### src/rtl/flash_poll_ctrl.sv
module flash_poll_ctrl #(
  parameter int CNT_W = 16
) (
  input  logic             clk,
  input  logic             rst_n,
  input  logic             start,
  input  logic [1:0]       mode,
  input  logic             exp_bit,
  input  logic [CNT_W-1:0] poll_limit,
  output logic             rd_req,
  input  logic             rd_ack,
  input  logic [7:0]       rd_data,
  output logic             busy,
  output logic             done,
  output logic [1:0]       result
);

  localparam logic [1:0] MODE_DATA = 2'd1;
  localparam logic [1:0] MODE_SUSP = 2'd2;
  localparam logic [1:0] RES_PASS  = 2'd0;
  localparam logic [1:0] RES_FAIL  = 2'd1;
  localparam logic [1:0] RES_SUSP  = 2'd2;
  localparam logic [1:0] RES_TOUT  = 2'd3;

  typedef enum logic [2:0] {S_IDLE, S_RD1, S_RD2, S_CF1, S_CF2} st_t;

  st_t             st, nxt;
  logic [1:0]      md;
  logic            exp_q;
  logic [CNT_W-1:0] lim_q, iter;
  logic [7:0]      prev;
  logic            fin, miss;
  logic [1:0]      code;

  wire t6       = prev[6] ^ rd_data[6];
  wire t2       = prev[2] ^ rd_data[2];
  wire d7ok     = rd_data[7] == exp_q;
  wire is_data  = md == MODE_DATA;
  wire is_susp  = md == MODE_SUSP;
  wire last_it  = ({1'b0, iter} + (CNT_W+1)'(1)) >= {1'b0, lim_q};
  wire [1:0] stable_res = (is_susp && t2) ? RES_SUSP : RES_PASS;

  assign busy   = st != S_IDLE;
  assign rd_req = busy;

  always_comb begin
    nxt  = st;
    fin  = 1'b0;
    miss = 1'b0;
    code = RES_PASS;
    case (st)
      S_IDLE: if (start) nxt = S_RD1;
      S_RD1: if (rd_ack) begin
        if (!is_data)        nxt = S_RD2;
        else if (d7ok)       fin = 1'b1;
        else if (rd_data[5]) nxt = S_CF2;
        else                 miss = 1'b1;
      end
      S_RD2: if (rd_ack) begin
        if (!t6) begin
          fin  = 1'b1;
          code = stable_res;
        end else if (rd_data[5]) nxt = S_CF1;
        else                     miss = 1'b1;
      end
      S_CF1: if (rd_ack) nxt = S_CF2;
      S_CF2: if (rd_ack) begin
        fin = 1'b1;
        if (is_data) code = d7ok ? RES_PASS : RES_FAIL;
        else         code = t6 ? RES_FAIL : stable_res;
      end
      default: nxt = S_IDLE;
    endcase
    if (miss) begin
      if (last_it) begin
        fin  = 1'b1;
        code = RES_TOUT;
      end else nxt = S_RD1;
    end
    if (fin) nxt = S_IDLE;
  end

  always_ff @(posedge clk or negedge rst_n) begin
    if (!rst_n) begin
      st     <= S_IDLE;
      md     <= '0;
      exp_q  <= 1'b0;
      lim_q  <= '0;
      iter   <= '0;
      prev   <= '0;
      done   <= 1'b0;
      result <= RES_PASS;
    end else begin
      st   <= nxt;
      done <= fin;
      if (fin) result <= code;
      if (st == S_IDLE && start) begin
        md    <= mode;
        exp_q <= exp_bit;
        lim_q <= poll_limit;
        iter  <= '0;
      end
      if (miss && !last_it) iter <= iter + CNT_W'(1);
      if (rd_ack && (st == S_RD1 || st == S_CF1)) prev <= rd_data;
    end
  end

  AST_START_BUSY: assert property (@(posedge clk) disable iff (!rst_n)
    (!busy && start) |=> busy);
  AST_DONE_PULSE: assert property (@(posedge clk) disable iff (!rst_n)
    done |=> !done);
  AST_DONE_IDLE: assert property (@(posedge clk) disable iff (!rst_n)
    done |-> !busy);
  AST_RESULT_HOLD: assert property (@(posedge clk) disable iff (!rst_n)
    !done |=> (done || $stable(result)));
  AST_DATA_NO_SUSP: assert property (@(posedge clk) disable iff (!rst_n)
    (done && is_data) |-> result != RES_SUSP);
  AST_ITER_BOUND: assert property (@(posedge clk) disable iff (!rst_n)
    (busy && lim_q != '0) |-> iter < lim_q);

endmodule

### config.mk
export PLATFORM = sky130hd
export DESIGN_NAME = flash_poll_ctrl
export DESIGN_NICKNAME = d
export VERILOG_FILES = /design/src/rtl/flash_poll_ctrl.sv
export SDC_FILE = /design/constraint.sdc
export NUM_CORES = 1
export LEC_CHECK = 0
export BUFFER_PORTS_ARGS = -buffer_cell sky130_fd_sc_hd__clkbuf_2
export CAP_MARGIN = 20
export CORE_MARGIN = 2
export CORE_UTILIZATION = 55
export CTS_BUF_LIST = sky130_fd_sc_hd__clkbuf_16
export DETAILED_ROUTE_END_ITERATION = 8
export PLACE_DENSITY_LB_ADDON = 0.3
export REMOVE_ABC_BUFFERS = 1
export SYNTH_ARGS = -nofsm -noshare
export SYNTH_HDL_FRONTEND = slang
export SYNTH_SLANG_ARGS = --single-unit
### constraint.sdc
create_clock -name clk -period 3.5 [get_ports clk]
set_input_delay 0.35 -clock clk [delete_from_list [all_inputs] [get_ports clk]]
set_output_delay 0.35 -clock clk [all_outputs]
set_load 0.01 [all_outputs]
; ---- Word-level counts from Yosys, hierarchy flattened
; Index checks and enable logic that the tools add are counted.
[word_totals]
latchBits = 0
reg_bits = 48
word_cells = 70
mem_bits_rw = 0
out_inout_bits = 5
memories = 0
romBits = 0
in_bits = 31
[op_classes]
reduce_logical = 9
div = 0
n_bitwise = 2
order_cmp = 1
shift = 0
n_mux = 41
multipliers = 0
eq_ne = 7
n_addsub = 2
[op_table]
columns = cell, count
row1 = two-way mux 3 bit, 12
row2 = two-way mux 16 bit, 2
row3 = "adder 16 x 1 -> 17 bit, second input constant", 1
row4 = >= comparator 17 x 16 -> 1 bit, 1
row5 = "adder 16 x 1 -> 16 bit, second input constant", 1
row6 = two-way mux 2 bit, 8
row7 = two-way mux 1 bit, 15
row8 = one-hot mux 3 bit (5 select lines), 1
row9 = "== test 3 x 2 -> 1 bit, second input constant", 2
row10 = logical AND 1 bit, 4
row11 = one-hot mux 2 bit (2 select lines), 1
row12 = "== test 3 x 1 -> 1 bit, second input constant", 1
row13 = "== test 3 bit, second input constant", 1
row14 = zero test 3 bit, 1
row15 = one-hot mux 1 bit (3 select lines), 1
row16 = nonzero test 3 bit, 1
row17 = "== test 2 x 1 -> 1 bit, second input constant", 1
row18 = "== test 2 bit, second input constant", 1
row19 = one-hot mux 1 bit (2 select lines), 1
row20 = nonzero test 2 bit, 1
row21 = bitwise XOR 1 bit, 2
row22 = == test 1 bit, 1
row23 = zero test 1 bit, 1
row24 = logical OR 1 bit, 1

; ---- Longest topological paths before layout
[logic_depth]
depth_word = 9
ltp_mapped = 15
mapped_depth_nobuf = 13

; ---- Worst setup path after synthesis
; No wires, ideal clock.
[synth_path]
path_kind = register to register
start = reg iter[0]
end = reg iter[8]
stages_incl_launch_ff = 16
required_time_ns = 3.362
setup_time_ns = 0.138
t_arrival_ns = 2.927
synth_period_minus_slack_ns = 3.065
n_path_buf = 2
setup_slack_ns = 0.435
cell_sequence = dfrtp_1 -> ha_1 -> inv_1 -> nor3_1 -> and4_1 -> nor2_1 -> or2_2 -> ha_1 -> nand3_1 -> nor3_1 -> nand2_1 -> and4b_1 -> buf_4 -> buf_8 -> nand3_1 -> o21ai_0
[synth_between]
elab_chain_len = 5
elab_cells_between_ends = 7
classes_between = add/sub (2) / order compare (1) / mux (1) / reduce/logical (3)
[synth_rtl]
columns = element, line_no
row1 = from (decl), 30  ; logic [CNT_W-1:0] lim_q, iter;
row2 = from (signal assigned), 103  ; if (miss && !last_it) iter <= iter + CNT_W'(1);
row3 = adder 16 x 1 -> 17 bit, 40  ; wire last_it = ({1'b0, iter} + (CNT_W+1)'(1)) >= {1'b0, lim_q};
row4 = >= comparator 17 x 16 -> 1 bit, 40
row5 = zero test 1 bit, 103
row6 = logical AND 1 bit, 103
row7 = two-way mux 16 bit or nonzero test 2 bit (tied branches), --
; Several ways; a longest one is shown, not always the timed one.
; A chain may end at the register's enable or synchronous reset.

; ---- Final worst setup path
[layout_path]
start = reg iter[0]
end = reg iter[11]
; Same word-level chain as after synthesis.

==> impl_results.md <==
* Antenna cells at 0
* Tightest Hold Check Type: primary input to asynchronous set/reset pin
* Placed inst area at about 0.0028 mm2
* Clock latency on the worst-skew pair at roughly 280 ps
* Mux cell area share after synthesis at under 10%
* Crit. End Element: flop
* Leak at between 1.5 and 2 nW
* Initial antenna violation count at 0
* Post-route DRC at 0
* Post-Synthesis Cells at between 200 and 300
* Worst Tran Pin Value at roughly 750 ps
* Via count at between 2000 and 2500
* DR iter-0 viols at between 100 and 150
* Port Buffers at 31
* Die height at about 73 um
* CTS Hold Bufs at 0
* Worst Path Required at roughly 3700 ps
* Cts bufs inserted at 5
* Num ports at 36
* Post-route ant nets at 0
* Fmax at approximately 320 MHz
* Synth Area per Inst at around 9.6 um2
* Synth Flop Type: dfrtp_1
* Endpoints failing setup at 0
* Compound-Gate Fraction of Synth Area at 13.03%
* RSZ-0062 raised after global routing: no
* Slew Viols, Final at 0
* Synth area leader: dfrtp_1
* Resize count post-CTS at 0
* Pwr/cell area at approximately 640 mW/mm2
* Reg2reg path depth at 13
* Layout cells sized above 1 at approximately 25%
* First-pass GRT wire length at 9.087 mm
* Average wire per standard cell at about 14 um
* Final Instance Area at a little under 0.003 mm2
* Synth Area in XOR/XNOR at 3.702%
* Post-synth ARST share at 100.0%
* Placeable Area at roughly 0.0046 mm2
* Post-synth EDFFs at 0
* Die W at ~73 um
* CP startpoint kind: flop
* Max_cap viols at 0
* Worst-path clk slew at roughly 60 ps
* Adder-Cell Fraction of Synth Area at under 10%
* Total Wirelength at 5.247 mm
* Final Hold Vio Count at 0
* Top-count cell post-synth: dfrtp_1
* Worst path arrival time at between 3000 and 4000 ps
* R2R Setup Slk at between 300 and 400 ps
* Average vias per placed instance at 5.784
* CTS tree: done
* Total GRT Usage at 22.09%
* RePlAce Congestion at ~0.9
* # nets final at 358
* Synth top area share at 41.35%
* GRT overflow at 0
* Post-Place Cells at between 300 and 400
* Hpwl dp at ~3.8 mm
* Clock Root Buffer: clkbuf_16
* Part of the cycle the worst path needs at 90.12%
* VDD IR max at 0.3768 mV
* Vias in the first global route at between 2000 and 2500
* Post-synth top cells: dfrtp_1, inv_1, nand2_1
* H-tree levels at 2
* Post-Syn Area at around 0.0026 mm2
* Non-Filler Instances at about 370
* Status: completed
* YS warnings at 0
* Largest net degree at the start of global routing at between 40 and 50
* Max Root-Sink Buffers at 2
* Simple-gate share of the synthesized area at a little under a fifth
* Fillers at around 410
* Row count at 25
* Crit path kind: flop to flop
* Crit path time final at 3154 ps
* Slew HR at 49.58%
* Num Clock Sinks at 43
* Crit-path max FO at 8
* Clk_skew at between 4 and 5 ps
* Top post-synthesis cells by area: dfrtp_1, mux2_2, ha_1
* Die Area at roughly 0.0053 mm2
* Largest family of logic cells by synthesized area: simple AND/OR/NAND/NOR gates
* Number of synthesized register bits at 43
* Library cells used by synthesis at 43
* Seq/Total Area, Yosys at 41.35%
* Post-CTS Setup Inserts at 0
* Drt first pass iters at 5
* Setup_tns at 0 ps
* Area growth from synthesis to layout at 14.09%
* Initial Util at a little under three fifths
through the flow:
stage	util (%)	power (mW)	setup WS [ps]	hold WS, ps
floorplan	-	1.260	316.1	54.41
global placement	61.16	1.433	237.8	456.0
global route	64.14	2.039	61.43	199.3
CTS	64.11	1.917	195.6	173.1
detailed placement	61.16	1.475	205.2	468.8
finish	64.14	1.890	345.9	138.8
logic make-up after synthesis:
family,count (synthesis)
AO/OA/AOI/OAI,53
XOR/XNOR,11
adder cells (fa/ha/maj),17
buffers and inverters,33
flip-flops,43
multiplexers,21
AND/OR/NAND/NOR,94
area by class of cell:
class | instances | area, um2 | area share, %
sequential | 43 | 1076 | 36.24
tap | 54 | 67.56 | 2.276
clock inverter | 3 | 11.26 | 0.3793
inverter | 25 | 93.84 | 3.161
clock buffer | 5 | 125.1 | 4.214
multi-input combinational | 196 | 1380 | 46.48
timing repair buffer | 39 | 215.2 | 7.248
flip-flops by register name, indices dropped and copies added (netlist names):
name	flops
done	1
exp_q	1
iter	16
lim_q	16
md	2
prev	2
result	2
st	3
path summary, 6_finish.rpt:
path | end | startpoint
max | iter[11]$_DFFE_PN0P_ | iter[0]$_DFFE_PN0P_
min | lim_q[3]$_DFFE_PN0P_ | rst_n
max reg2reg | iter[11]$_DFFE_PN0P_ | iter[0]$_DFFE_PN0P_
min reg2reg | result[1]$_DFFE_PN0P_ | result[1]$_DFFE_PN0P_
max in group asynchronous | lim_q[13]$_DFFE_PN0P_ | rst_n
min in group clk | lim_q[7]$_DFFE_PN0P_ | poll_limit[7]
worst max-delay path: stages (launching register included):
cell and delay, ps:
dfrtp_1 420, ha_1 230, inv_1 90, nor3_1 260, and4_1 240, nor2_1 50
or2_2 310, ha_1 310, nand3_1 80, nor3_1 320, a32o_1 300, o31ai_2 80
buf_4 200, o21ai_0 160
routing by layer:
metal  track usage [%]  wire [um]  vias to the layer above
met4             6.173         79                        0
met5                 0          0                        -
met2             38.59       2620                       43
met1             27.69       2330                     1020
met3             4.558        216                        7
li1                  -          -                     1041
cell usage in the layout (no fill, tap or decap), types with 7 or more instances in the layout:
cell type / count
a21oi_1: 11
and3_1: 7
buf_4: 8
clkbuf_2: 31
dfrtp_1: 43
ha_1: 17
inv_1: 26
mux2_2: 21
nand2_1: 24
nand3_1: 19
nor2_1: 9
nor3_1: 7
o21ai_0: 17
or2_2: 8
where the power goes:
group          switching, mW  internal, mW
sequential             0.110         0.656
clock                  0.177         0.257
combinational          0.351         0.340
total                  0.638          1.25
(Power assumes the default switching activity.)
